--- src/rtl/irqagg_pkg.sv ---
package irqagg_pkg;

    localparam int unsigned REG_AW = 8;

    localparam logic [REG_AW-1:0] OFS_STATUS    = 8'h00;
    localparam logic [REG_AW-1:0] OFS_IRQ_BASE  = 8'h10;
    localparam logic [REG_AW-1:0] OFS_MCHK_BASE = 8'h18;
    localparam logic [REG_AW-1:0] OFS_TOPIDX    = 8'h20;
    localparam int unsigned       OFS_STRIDE    = 4;

    typedef enum logic [2:0] {
        SEL_NONE,
        SEL_STATUS,
        SEL_IRQ,
        SEL_MCHK,
        SEL_TOPIDX
    } reg_sel_e;

endpackage

--- src/rtl/irqagg_sync.sv ---
module irqagg_sync #(
    parameter int unsigned WIDTH  = 32,
    parameter int unsigned STAGES = 2
) (
    input  logic             clk,
    input  logic             rst_n,
    input  logic [WIDTH-1:0] din,
    output logic [WIDTH-1:0] dout
);

    logic [STAGES-1:0][WIDTH-1:0] chain_q;

    always_ff @(posedge clk or negedge rst_n) begin
        if (!rst_n) begin
            chain_q[0] <= '0;
        end else begin
            chain_q[0] <= din;
        end
    end

    for (genvar s = 1; s < STAGES; s++) begin : g_stage
        always_ff @(posedge clk or negedge rst_n) begin
            if (!rst_n) begin
                chain_q[s] <= '0;
            end else begin
                chain_q[s] <= chain_q[s-1];
            end
        end
    end

    assign dout = chain_q[STAGES-1];

endmodule

--- src/rtl/irqagg_regs.sv ---
module irqagg_regs
    import irqagg_pkg::*;
#(
    parameter int unsigned N_SRC  = 32,
    parameter int unsigned N_CORE = 2,
    parameter int unsigned DW     = 32
) (
    input  logic                              clk,
    input  logic                              rst_n,
    input  logic [N_SRC-1:0]                  status,
    input  logic [REG_AW-1:0]                 addr,
    input  logic                              wen,
    input  logic [DW-1:0]                     wdata,
    output logic [DW-1:0]                     rdata,
    output logic [N_CORE-1:0][N_SRC-1:0]      irq_mask,
    output logic [N_CORE-1:0][N_SRC-1:0]      mchk_mask
);

    localparam int unsigned CW = (N_CORE > 1) ? $clog2(N_CORE) : 1;
    localparam int unsigned IW = (N_SRC > 1) ? $clog2(N_SRC) : 1;

    reg_sel_e          sel;
    logic [CW-1:0]     core_sel;
    logic [IW-1:0]     top_idx;
    logic [N_SRC-1:0]  prio_act;

    // Address decode
    always_comb begin
        sel      = SEL_NONE;
        core_sel = '0;
        if (addr == OFS_STATUS) begin
            sel = SEL_STATUS;
        end
        if (addr == OFS_TOPIDX) begin
            sel = SEL_TOPIDX;
        end
        for (int c = 0; c < N_CORE; c++) begin
            if (addr == OFS_IRQ_BASE + REG_AW'(OFS_STRIDE * c)) begin
                sel      = SEL_IRQ;
                core_sel = CW'(c);
            end
            if (addr == OFS_MCHK_BASE + REG_AW'(OFS_STRIDE * c)) begin
                sel      = SEL_MCHK;
                core_sel = CW'(c);
            end
        end
    end

    // Mask storage, one pair per core
    for (genvar c = 0; c < N_CORE; c++) begin : g_core
        always_ff @(posedge clk or negedge rst_n) begin
            if (!rst_n) begin
                irq_mask[c] <= '0;
            end else if (wen && sel == SEL_IRQ && core_sel == CW'(c)) begin
                irq_mask[c] <= wdata[N_SRC-1:0];
            end
        end

        always_ff @(posedge clk or negedge rst_n) begin
            if (!rst_n) begin
                mchk_mask[c] <= '0;
            end else if (wen && sel == SEL_MCHK && core_sel == CW'(c)) begin
                mchk_mask[c] <= wdata[N_SRC-1:0];
            end
        end

        AST_IRQ_WR_LANDS: assert property (@(posedge clk) disable iff (!rst_n)
            (wen && addr == OFS_IRQ_BASE + REG_AW'(OFS_STRIDE * c))
            |=> irq_mask[c] == $past(wdata[N_SRC-1:0]));
        AST_MCHK_WR_LANDS: assert property (@(posedge clk) disable iff (!rst_n)
            (wen && addr == OFS_MCHK_BASE + REG_AW'(OFS_STRIDE * c))
            |=> mchk_mask[c] == $past(wdata[N_SRC-1:0]));
    end

    // Highest enabled source for core 0 interrupt line
    assign prio_act = status & irq_mask[0];

    always_comb begin
        top_idx = '0;
        for (int i = 0; i < N_SRC; i++) begin
            if (prio_act[i]) begin
                top_idx = IW'(i);
            end
        end
    end

    // Read mux
    always_comb begin
        rdata = '0;
        unique case (sel)
            SEL_STATUS: rdata = DW'(status);
            SEL_IRQ:    rdata = DW'(irq_mask[core_sel]);
            SEL_MCHK:   rdata = DW'(mchk_mask[core_sel]);
            SEL_TOPIDX: rdata = DW'(top_idx);
            SEL_NONE:   rdata = '0;
            default:    rdata = '0;
        endcase
    end

    AST_MASK_RESET_ZERO: assert property (@(posedge clk)
        !rst_n |-> (irq_mask == '0 && mchk_mask == '0));
    AST_STRAY_WR_IGNORED: assert property (@(posedge clk) disable iff (!rst_n)
        (wen && (sel == SEL_NONE || sel == SEL_STATUS || sel == SEL_TOPIDX))
        |=> ($stable(irq_mask) && $stable(mchk_mask)));
    AST_TOPIDX_IDLE: assert property (@(posedge clk) disable iff (!rst_n)
        ((status & irq_mask[0]) == '0 && addr == OFS_TOPIDX) |-> rdata == '0);

endmodule

--- src/rtl/irqagg_fanout.sv ---
module irqagg_fanout #(
    parameter int unsigned N_SRC = 32,
    parameter int unsigned N_OUT = 4
) (
    input  logic                           clk,
    input  logic                           rst_n,
    input  logic [N_SRC-1:0]               status,
    input  logic [N_OUT-1:0][N_SRC-1:0]    mask,
    output logic [N_OUT-1:0]               line_q
);

    for (genvar k = 0; k < N_OUT; k++) begin : g_line
        logic hit;
        assign hit = |(status & mask[k]);

        always_ff @(posedge clk or negedge rst_n) begin
            if (!rst_n) begin
                line_q[k] <= 1'b0;
            end else begin
                line_q[k] <= hit;
            end
        end

        AST_BLOCKED_QUIET: assert property (@(posedge clk) disable iff (!rst_n)
            (mask[k] == '0) |=> !line_q[k]);
        AST_IDLE_SOURCES_QUIET: assert property (@(posedge clk) disable iff (!rst_n)
            (status == '0) |=> !line_q[k]);
    end

endmodule

--- src/rtl/irqagg_top.sv ---
module irqagg_top
    import irqagg_pkg::*;
#(
    parameter int unsigned N_SRC  = 32,
    parameter int unsigned N_CORE = 2,
    parameter int unsigned DW     = 32,
    parameter int unsigned SYNC_STAGES = 2
) (
    input  logic              clk,
    input  logic              rst_n,
    input  logic [N_SRC-1:0]  src_irq,
    input  logic [REG_AW-1:0] bus_addr,
    input  logic              bus_wen,
    input  logic [DW-1:0]     bus_wdata,
    output logic [DW-1:0]     bus_rdata,
    output logic [N_CORE-1:0] core_irq,
    output logic [N_CORE-1:0] core_mchk
);

    localparam int unsigned N_OUT = 2 * N_CORE;

    logic [N_SRC-1:0]                 status;
    logic [N_CORE-1:0][N_SRC-1:0]     irq_mask;
    logic [N_CORE-1:0][N_SRC-1:0]     mchk_mask;
    logic [N_OUT-1:0][N_SRC-1:0]      all_mask;
    logic [N_OUT-1:0]                 lines;

    irqagg_sync #(
        .WIDTH  (N_SRC),
        .STAGES (SYNC_STAGES)
    ) u_sync (
        .clk   (clk),
        .rst_n (rst_n),
        .din   (src_irq),
        .dout  (status)
    );

    irqagg_regs #(
        .N_SRC  (N_SRC),
        .N_CORE (N_CORE),
        .DW     (DW)
    ) u_regs (
        .clk       (clk),
        .rst_n     (rst_n),
        .status    (status),
        .addr      (bus_addr),
        .wen       (bus_wen),
        .wdata     (bus_wdata),
        .rdata     (bus_rdata),
        .irq_mask  (irq_mask),
        .mchk_mask (mchk_mask)
    );

    for (genvar c = 0; c < N_CORE; c++) begin : g_pack
        assign all_mask[c]          = irq_mask[c];
        assign all_mask[N_CORE + c] = mchk_mask[c];
    end

    irqagg_fanout #(
        .N_SRC (N_SRC),
        .N_OUT (N_OUT)
    ) u_fanout (
        .clk    (clk),
        .rst_n  (rst_n),
        .status (status),
        .mask   (all_mask),
        .line_q (lines)
    );

    assign core_irq  = lines[N_CORE-1:0];
    assign core_mchk = lines[N_OUT-1:N_CORE];

    AST_RESET_LINES_LOW: assert property (@(posedge clk)
        !rst_n |-> (core_irq == '0 && core_mchk == '0));

endmodule

--- config.mk ---
export PLATFORM = sky130hd
export DESIGN_NAME = irqagg_top
export DESIGN_NICKNAME = d
export VERILOG_FILES = /design/src/rtl/irqagg_pkg.sv /design/src/rtl/irqagg_sync.sv /design/src/rtl/irqagg_regs.sv /design/src/rtl/irqagg_fanout.sv /design/src/rtl/irqagg_top.sv
export SDC_FILE = /design/constraint.sdc
export NUM_CORES = 1
export LEC_CHECK = 0
export CAP_MARGIN = 30
export CORE_MARGIN = 1
export CORE_UTILIZATION = 30
export CTS_BUF_LIST = sky130_fd_sc_hd__clkbuf_16
export CTS_CLUSTER_DIAMETER = 50
export DETAILED_ROUTE_END_ITERATION = 7
export PLACE_DENSITY = 0.49
export SLEW_MARGIN = 20
export SYNTH_ARGS = -nofsm -noshare
export SYNTH_HDL_FRONTEND = slang
export SYNTH_SLANG_ARGS = --single-unit
export TNS_END_PERCENT = 30
--- constraint.sdc ---
create_clock -name clk -period 2.45 [get_ports clk]
set_input_delay 0.245 -clock clk [delete_from_list [all_inputs] [get_ports clk]]
set_output_delay 0.245 -clock clk [all_outputs]
set_load 0.01 [all_outputs]
* Yosys cells after proc, flatten, opt, wreduce, memory -nomap -nowiden
Cells that the tools add are included.
** Word-level totals
- Bits in writable memories :: 0
- Bits in latches :: 0
- Bits in registers :: 196
- Memories kept :: 0
- Logic and storage cells :: 80
- ROM bits :: 0
- Input port bits :: 75
** Operators by class
- Divide/modulo/power cells :: 0
- Shift operators :: 0
- Reductions and logical operators :: 11
- $lt $le $gt $ge :: 1
- Bitwise gates (word level) :: 5
- Multipliers :: 0
- $add $sub $neg :: 0
- Muxes and demuxes :: 44
- Equality and inequality tests :: 9
** Operators by type and width (number)
- $and 32x32->32 :: 4
- $mux 32 :: 4
- $pmux 32 s4 :: 1
- $reduce_or 32->1 :: 4
- $mux 5 :: 16
- $eq 8x5->1 const B :: 4
- $mux 4 :: 8
- $mux 3 :: 9
- $eq 8x6->1 const B :: 1
- $logic_not 8->1 :: 1
- $eq 3x2->1 const B :: 2
- $logic_and 1x1->1 :: 6
- $mux 1 :: 4
- $mux 2 :: 2
- $eq 3x1->1 const B :: 1
- $eq 3x3->1 const B :: 1
- $lt 1x2->1 const B :: 1
- $not 1->1 :: 1

* Depth between registers and ports, before layout
Gate-level depths: netlist (run 1).
- Depth in word-level cells :: 33
- Mapped depth :: 8
- Gate-level depth less buffers :: 5

* Hierarchy
From an unflattened synthesis (run 1), not the netlist that was laid out.
** Second synthesis, totals
- Cells, all modules :: 785
- Area, all modules :: 9401.5 um2
** By module, submodules not included
- irqagg_regs :: cells an instance 601, area each 6839.1 um2, times used 1
- irqagg_sync :: cells an instance 96, area each 1841.8 um2, times used 1
- irqagg_fanout :: cells an instance 88, area each 720.7 um2, times used 1

* Worst setup path after synthesis (run 1)
Ideal clock, no wire load.
- Path type :: input-to-output
- Start :: input bus_addr[1]
- End :: output bus_rdata[2]
- Path slack :: 0.586 ns
- Stages :: 7
- Data arrival time :: 1.619 ns
- Cells stage by stage :: nor4_2 -> buf_4 -> nand3_4 -> buf_2 -> mux2_1 -> a22oi_1 -> o221ai_1
** On the way
- Word-level cells in the longest chain between the ends :: 9
- Elaborated cells between the ends (all ways) :: 23
- Those cells by class :: 9 x eq/ne; 13 x mux; 1 x reduce/logical
** RTL lines
- from (decl) :: RTL line irqagg_top.sv:12 : input logic [REG_AW-1:0] bus_addr,
- $logic_not 8->1 :: RTL line irqagg_regs.sv:31 : if (addr == OFS_STATUS) begin
- $mux 1 :: RTL line irqagg_regs.sv:31
- $mux 3 :: RTL line irqagg_regs.sv:34 : if (addr == OFS_TOPIDX) begin
- $mux 3 :: RTL line irqagg_regs.sv:38 : if (addr == OFS_IRQ_BASE + REG_AW'(OFS_STRIDE * c)) begin
- $mux 3 :: RTL line irqagg_regs.sv:42 : if (addr == OFS_MCHK_BASE + REG_AW'(OFS_STRIDE * c)) begin
- $mux 3 :: RTL line irqagg_regs.sv:38
- $mux 3 :: RTL line irqagg_regs.sv:42
- $eq 3x3->1, or another cell as far along :: RTL line irqagg_regs.sv:90 : unique case (sel)
- $pmux 32 s4 (*) :: RTL line irqagg_regs.sv:90
- to (decl) :: RTL line irqagg_top.sv:15 : output logic [DW-1:0] bus_rdata,
Mark *: on every way between the ends. The rest lies on a longest branch, timed or not. The select of a mux whose other input is x is not followed.

* Worst setup path after layout (run 1)
- Start :: register u_sync.chain_q, in the netlist u_sync.dout[25]
- End :: output bus_rdata[0]
** On the way
- Word-level cells in the longest chain between the ends :: 9
** RTL lines
- from (decl) :: RTL line irqagg_sync.sv:11 : logic [STAGES-1:0][WIDTH-1:0] chain_q;
- from (signal, indexed assignment) :: RTL line irqagg_sync.sv:26 : chain_q[s] <= chain_q[s-1];
- $and 32x32->32 :: RTL line irqagg_regs.sv:76 : assign prio_act = status & irq_mask[0];
- $mux 5 (7 in series) :: RTL line irqagg_regs.sv:81 : if (prio_act[i]) begin
- $pmux 32 s4 :: RTL line irqagg_regs.sv:90
No other way between the ends.

==> results of run 1 <==
-- cell type report --
cell class	count	area share (%)
Sequential cell	196	40.13
Multi-Input combinational cell	496	32.06
Timing Repair Buffer	237	19.46
Tap cell	384	3.929
Clock buffer	17	3.479
Clock inverter	14	0.9414
-- routing by layer --
metal  vias up  track usage [%]  wire length [µm]
met1      3632            29.75             14540
met5         -                0                 0
li1       3156                -                 -
met2       312            31.91             14270
met4         0            7.310               860
met3        49            3.193              2097
-- flip-flops by register name, indices dropped and copies added (netlist names) --
signal,cells
u_regs.mchk_mask,64
u_sync.dout,32
u_fanout.line_q,4
u_sync.chain_q,32
u_regs.irq_mask,64
-- timing repair --
item	CTS	global route
endpoints found under the setup margin	32	32
pin swaps	23	15
gates cloned	2	3
buffers inserted	11	4
hold buffers	1	0
resized for setup	147	35
hold endpoints to repair	60	0
-- kinds of logic after synthesis --
group | Yosys count
buf+inv | 41
compound gates | 181
mux | 137
flops | 196
simple gates | 178
-- layout by cell type, fill, tap and decap left out, types with 3 or more instances in the layout --
| cell | Yosys | routed |
|---|---|---|
| nand4_1 | 8 | 8 |
| buf_2 | 8 | 10 |
| or4_1 | 3 | 3 |
| a211o_1 | 26 | 26 |
| o221ai_2 | 0 | 3 |
| clkdlybuf4s15_2 | 0 | 19 |
| clkdlybuf4s50_1 | 0 | 72 |
| nand2_1 | 131 | 130 |
| o211ai_1 | 5 | 5 |
| a221oi_1 | 7 | 7 |
| a22o_1 | 11 | 11 |
| buf_6 | 10 | 13 |
| a22oi_1 | 50 | 46 |
| a22oi_2 | 0 | 4 |
| inv_6 | 0 | 8 |
| dfrtp_1 | 196 | 194 |
| mux2_1 | 67 | 67 |
| clkbuf_16 | 0 | 20 |
| a21oi_2 | 0 | 13 |
| buf_4 | 3 | 92 |
| mux2_4 | 30 | 30 |
| buf_12 | 0 | 15 |
| dlymetal6s2s_1 | 0 | 4 |
| and3_1 | 8 | 5 |
| a32o_1 | 4 | 4 |
| mux2i_1 | 6 | 6 |
| a21oi_1 | 60 | 47 |
| nand3_1 | 10 | 8 |
| mux2_2 | 33 | 33 |
-- metrics by stage --
stage	power [mW]	instances	worst slack, ns	util (%)	hold slack (ns)
after floorplan	3.852	733	0.5859	-	-0.05059
after global placement	4.431	1295	-0.3924	38.61	0.2943
after detailed placement	4.432	1295	-0.4113	38.61	0.2929
after CTS	7.189	1337	-0.04969	41.47	0.2132
after global routing	7.423	1344	-0.07582	42.26	0.2073
final	7.163	1344	-0.03823	42.26	0.2217
-- final timing paths --
check / from / endpoint / slack [ns] / cells after the start
worst max-delay path: u_sync.dout[25]$_DFF_PN0_ / bus_rdata[0] / -0.04 / 7
worst min-delay path: src_irq[19] / u_sync.chain_q[19]$_DFF_PN0_ / 0.22 / 1
worst max register to register: u_sync.dout[3]$_DFF_PN0_ / u_fanout.line_q[1]$_DFF_PN0_ / 0.37 / 6
worst min register to register: u_sync.chain_q[27]$_DFF_PN0_ / u_sync.dout[27]$_DFF_PN0_ / 0.35 / 0
max in group asynchronous: rst_n / u_sync.dout[11]$_DFF_PN0_ / 1.34 / 3
min in group asynchronous: rst_n / u_sync.chain_q[29]$_DFF_PN0_ / 0.37 / 2
-- worst register-to-register path: cells and delay by family (launching register included) --
| kind | cells | cell delay [ns] |
|---|---|---|
| simple gates | 2 | 0.69 |
| flops | 1 | 0.41 |
| compound gates | 2 | 0.52 |
| buf+inv | 2 | 0.29 |
-- cells in the mapped netlist (2+ instances only) --
cell | count | area share (%)
nand3_1 | 10 | 0.56
nand4b_1 | 2 | 0.20
nand3b_1 | 2 | 0.17
buf_6 | 10 | 1.3
buf_1 | 2 | 0.084
a222oi_1 | 2 | 0.22
a311oi_1 | 4 | 0.39
a211o_1 | 26 | 2.6
a22o_1 | 11 | 1.1
a22oi_1 | 50 | 4.2
a221oi_1 | 7 | 0.69
a32o_1 | 4 | 0.45
nand4_1 | 8 | 0.56
or4_1 | 3 | 0.25
o221ai_1 | 3 | 0.30
mux2i_1 | 6 | 0.67
o211ai_1 | 5 | 0.42
nand2b_1 | 2 | 0.14
mux2_2 | 33 | 4.2
buf_2 | 8 | 0.45
nand2_1 | 131 | 5.5
dfrtp_1 | 196 | 55
mux2_4 | 30 | 5.1
buf_4 | 3 | 0.25
and3b_1 | 2 | 0.20
a31oi_1 | 2 | 0.14
and2_1 | 2 | 0.14
mux2_1 | 67 | 8.5
clkbuf_1 | 18 | 0.76
a21oi_1 | 60 | 3.4
nor3_1 | 2 | 0.11
and3_1 | 8 | 0.56
o21ai_0 | 3 | 0.17
-- power breakdown --
group          total (mW)  switching, mW  internal [mW]
Sequential           3.52          0.133           3.39
Clock                2.69           1.37           1.33
Combinational       0.951          0.452          0.499
Total                7.16           1.95           5.21
==> impl_metrics.csv, run 1 <==
group,metric,value,unit
status,outcome,"complete, but fails checks",
status,violations,"negative setup slack",
placed_design,gp_congestion,0.9315,
placed_design,post-dp-hpwl,22.28,mm
setup_path,worstPathRequired,2.20,ns
clock_tree,h-tree-depth,4,
clock_tree,insertion_delay,0.46,ns
sta,fmax,401.9,MHz
yosys,synth_top_family_by_area,"multiplexers",
yosys,async_flop_share,100.0,%
yosys,syn_inst,733,
setup_path,critPathLaunchType,"register",
routing,via_per_inst,5.319,
clock_tree,clockRootBuffer,"clkbuf_16",
power_and_ir_drop,p_leak,5.706,nW
routing,dr.pass1.iters,7,
cells_and_area,multiInputGateArea,3920,µm²
sta,post-route-period-util,101.6,%
routing,drt-initial-drc-count,709,
yosys,yosys.area_share.xor_xnor,0,%
sta,hold_viol,0,
job,drv_cap,0,
placed_design,io_buffers,110,
cells_and_area,regArea,4907,µm²
placed_design,placedInstanceArea,11170,µm²
sta,worstMarginPinSlew,0.5629,ns
sta,setup-violations-final,1,
cells_and_area,layout.nets,1023,
setup_path,cp_slowest_cell,"a222oi_1",
yosys,synth_area,8902,µm²
die,die_x,174.3,µm
yosys,synth_compound_area_share,14.41,%
yosys,yosys.area_share.simple,9.051,%
grt,gr-total-overflow,0,
yosys,seq_area_frac_synth,55.09,%
grt,grtUsageTotal,20.83,%
die,initial_core_util,30.77,%
hold_path,holdCritPathClass,"in2reg",
cells_and_area,nFillCells,2766,
die,dieHeight,174.3,µm
cells_and_area,syn_to_final_growth,37.36,%
yosys,yosysWarnings,0,
power_and_ir_drop,p_per_area,585.7,nW/µm²
clock_tree,cts.clk_slew.worst_paths,0.08,ns
power_and_ir_drop,vdd_ir_drop_max,0.4646,mV
die,dieArea,30370,µm²
sta,finalClockSkew,0.01688,ns
sta,rsz0062_at_grt,"true",
routing,drcViolationCount,0,
yosys,ys_seq_elements,196,
setup_path,end_kind,"output port",
yosys,ys.flop_type,"dfrtp_1",
clock_tree,cts_tree,"built",
die,rows,62,
setup_path,critical_path_class,"reg2out",
yosys,synth_fa_ha_area_share,0,%
clock_tree,clock-sinks,196,
die,io_pins,111,
yosys,syn_avg_cell_area,12.15,µm²
clock_tree,ctsLongestPathBuffers,2,
setup_path,cp_max_fo,2,
routing,wl_per_cell,23.63,µm
yosys,synth_nets,808,
yosys,ys_types,44,
yosys,muxShareOfSynthArea,18.64,%
setup_path,crit_family,"compound AO/OA/AOI/OAI gates",
cells_and_area,n_antenna_cell,0,
routing,wl,31.76,mm
grt,grt_pass1_vias,7097,
sta,drv_slew,0,
sta,tns,-0.03823,ns
yosys,synth_edf_count,0,
sta,period_needed,2.488,ns
setup_path,cp.arrival,2.24,ns
clock_tree,cts_made_buffers,17,
routing,vias,7149,
routing,postRouteAntennaNets,0,
grt,grt_first_pass_wirelength,46.09,mm
sta,fin_ws,-0.03823,ns
cells_and_area,layout-drive-gt1-share,30.42,%
cells_and_area,fin_area,12230,µm²
setup_path,worstPathCellList,"a222oi_1, buf_4, nand3_2, a21oi_2, a21boi_4, o21ai_2, buf_6",
grt,grt_max_degree,64,
sta,slew-limit-headroom,62.47,%
grt,antenna_found_initial,0,
setup_path,cp_num_buf_inv,2,
die,fp.coreArea,28940,µm²
setup_path,max_stage_delay,0.48,ns
Note: power is estimated with default switching activity, not from simulation.
==> inputs of run 2 (changes only) <==
--- a/config.mk
+++ b/config.mk
@@ -5,7 +5,7 @@
 export SDC_FILE = /design/constraint.sdc
 export NUM_CORES = 1
 export LEC_CHECK = 0
-export CAP_MARGIN = 30
+export CAP_MARGIN = 20
 export CORE_MARGIN = 1
 export CORE_UTILIZATION = 30
 export CTS_BUF_LIST = sky130_fd_sc_hd__clkbuf_16
==> results of run 2 <==
Final layout, timing and power as in run 1 (identical DEF).
==> inputs of run 3 (changes only) <==
--- a/config.mk
+++ b/config.mk
@@ -9,9 +9,9 @@
 export CORE_MARGIN = 1
 export CORE_UTILIZATION = 30
 export CTS_BUF_LIST = sky130_fd_sc_hd__clkbuf_16
-export CTS_CLUSTER_DIAMETER = 50
 export DETAILED_ROUTE_END_ITERATION = 7
-export PLACE_DENSITY = 0.49
+export DONT_BUFFER_PORTS = 1
+export PLACE_DENSITY = 0.45
 export SLEW_MARGIN = 20
 export SYNTH_ARGS = -nofsm -noshare
 export SYNTH_HDL_FRONTEND = slang
==> impl_metrics.csv, run 3 (synthesized netlist as in run 1, its figures left out) <==
group,metric,value,unit
status,outcome,"complete, but fails checks",
status,violations,"negative hold slack, negative setup slack",
power_and_ir_drop,p_leak,4.984,nW
sta,rsz0062_at_grt,"true",
grt,grtUsageMet3,5.468,%
routing,drt-initial-drc-count,678,
setup_path,end_kind,"output port",
setup_path,cp_slowest_cell,"dfrtp_2",
sta,hold_viol,196,
hold_path,holdCritPathClass,"in2async",
die,rows,62,
setup_path,worstPathCellList,"a22o_1, a311oi_2, o211ai_1, a311oi_1, nor2_1, buf_4",
placed_design,gp_congestion,0.9579,
clock_tree,cts_made_buffers,17,
setup_path,cp_max_fo,6,
sta,fmax,407.3,MHz
power_and_ir_drop,p_per_area,651.1,nW/µm²
cells_and_area,layout-drive-gt1-share,21.44,%
die,dieHeight,174.3,µm
sta,drv_slew,0,
die,fp.coreArea,28940,µm²
cells_and_area,n_antenna_cell,0,
routing,drcViolationCount,0,
routing,vias,6795,
setup_path,crit_start,"u_sync.dout[6]$_DFF_PN0_",
cells_and_area,reg_top3,"u_regs.irq_mask x64, u_regs.mchk_mask x64",
setup_path,crit_family,"compound AO/OA/AOI/OAI gates",
grt,grtUsageTotal,21.20,%
setup_path,critPathLaunchType,"register",
grt,grt_max_degree,197,
die,die_x,174.3,µm
setup_path,rrSetupSlack,0.48,ns
setup_path,r2r-start,"u_sync.dout[23]$_DFF_PN0_",
setup_path,rr_worst_depth,5,
placed_design,post-dp-hpwl,22.23,mm
clock_tree,cts_tree,"built",
die,dieArea,30370,µm²
sta,setup-violations-final,1,
setup_path,worstPathRequired,2.20,ns
setup_path,cp_num_cells,6,
setup_path,cp.arrival,2.21,ns
routing,via_per_inst,5.574,
routing,wl,30.94,mm
sta,slew-limit-headroom,59.93,%
grt,grt_pass1_vias,6889,
clock_tree,insertion_delay,0.45,ns
grt,gr-total-overflow,0,
sta,period_needed,2.455,ns
routing,dr.pass1.iters,5,
cells_and_area,layout.nets,897,
grt,use_met1,28.89,%
grt,grt_first_pass_wirelength,47.29,mm
clock_tree,clockRootBuffer,"clkbuf_16",
setup_path,r2r-end,"u_fanout.line_q[3]$_DFF_PN0_",
routing,postRouteAntennaNets,0,
placed_design,io_buffers,0,
grt,busiest_layer,"met2",
sta,tns,-0.005237,ns
die,initial_core_util,30.77,%
sta,finalClockSkew,0.01609,ns
placed_design,placedInstanceArea,9490,µm²
clock_tree,cts-hold-fix-buffers,64,
cells_and_area,fin_area,10910,µm²
setup_path,max_stage_delay,0.46,ns
setup_path,cp-endpoint,"bus_rdata[1]",
clock_tree,clock-sinks,196,
cells_and_area,syn_to_final_growth,22.59,%
setup_path,critical_path_class,"reg2out",
cells_and_area,layout_commonest_cell,"dfrtp_1",
sta,worstMarginPinSlew,0.6010,ns
sta,whs,-0.5055,ns
setup_path,cp_num_buf_inv,1,
grt,antenna_found_initial,1,
grt,grt.met2_usage,32.87,%
die,io_pins,111,
sta,post-route-period-util,100.2,%
clock_tree,cts.clk_slew.worst_paths,0.08,ns
clock_tree,ctsLongestPathBuffers,2,
job,drv_cap,0,
routing,wl_per_cell,25.38,µm
power_and_ir_drop,vdd_ir_drop_max,0.4491,mV
sta,fin_ws,-0.005237,ns
cells_and_area,layout_common_cells,"dfrtp_1 (182), nand2_1 (131), mux2_1 (67)",
clock_tree,h-tree-depth,4,
==> run 3: metal layers <==
metal | share of wire [%] | up-vias
li1 | - | 2889
met1 | 44 | 3555
met2 | 46 | 311
met3 | 8.3 | 40
met4 | 2.1 | 0
met5 | 0 | -
==> run 3: worst min-delay path by stage <==
stage | to | slack (ns) | cells past startpoint
floorplan | u_fanout.line_q[0]$_DFF_PN0_ | -0.05 | 0
global placement | u_sync.dout[8]$_DFF_PN0_ | -0.04 | 0
detailed placement | u_sync.chain_q[8]$_DFF_PN0_ | -0.04 | 0
CTS | u_regs.mchk_mask[1]$_DFFE_PN0P_ | -0.52 | 0
global route | u_regs.irq_mask[38]$_DFFE_PN0P_ | -0.54 | 0
finish | u_sync.chain_q[7]$_DFF_PN0_ | -0.51 | 0
==> run 3: power by group <==
group / internal (mW) / switching (mW)
clock network: 1.56 / 1.39
registers: 3.39 / 0.194
logic: 0.314 / 0.262
==> run 3: stage by stage <==
| step | hold WS, ns | util [%] | setup slack [ns] | power [mW] | instances |
|---|---|---|---|---|---|
| finish | -0.5055 | 37.72 | -0.005237 | 7.105 | 1219 |
| global placement | -0.04170 | 32.80 | 0.2272 | 4.048 | 1115 |
| detailed placement | -0.03555 | 32.80 | 0.2389 | 4.051 | 1115 |
| global route | -0.5369 | 37.72 | -0.06404 | 7.392 | 1219 |
| CTS | -0.5210 | 37.40 | -0.01973 | 7.150 | 1215 |
| floorplan | -0.05059 | - | 0.5859 | 3.852 | 733 |
==> run 3: area by class of cell <==
type	instances	area, µm²
Clock buffer	17	425.4
Clock inverter	15	191.4
Fill cell	2826	18020
Multi-Input combinational cell	496	3837
Sequential cell	196	4922
Tap cell	384	480.5
Timing Repair Buffer	111	1056
==> run 3: repair_timing <==
action                                 in CTS  in global routing
buffers inserted                            4                  4
pin swaps                                   2                  4
setup endpoints to repair                   4                  5
gates resized for setup                    14                 19
endpoints found under the hold margin     356                196
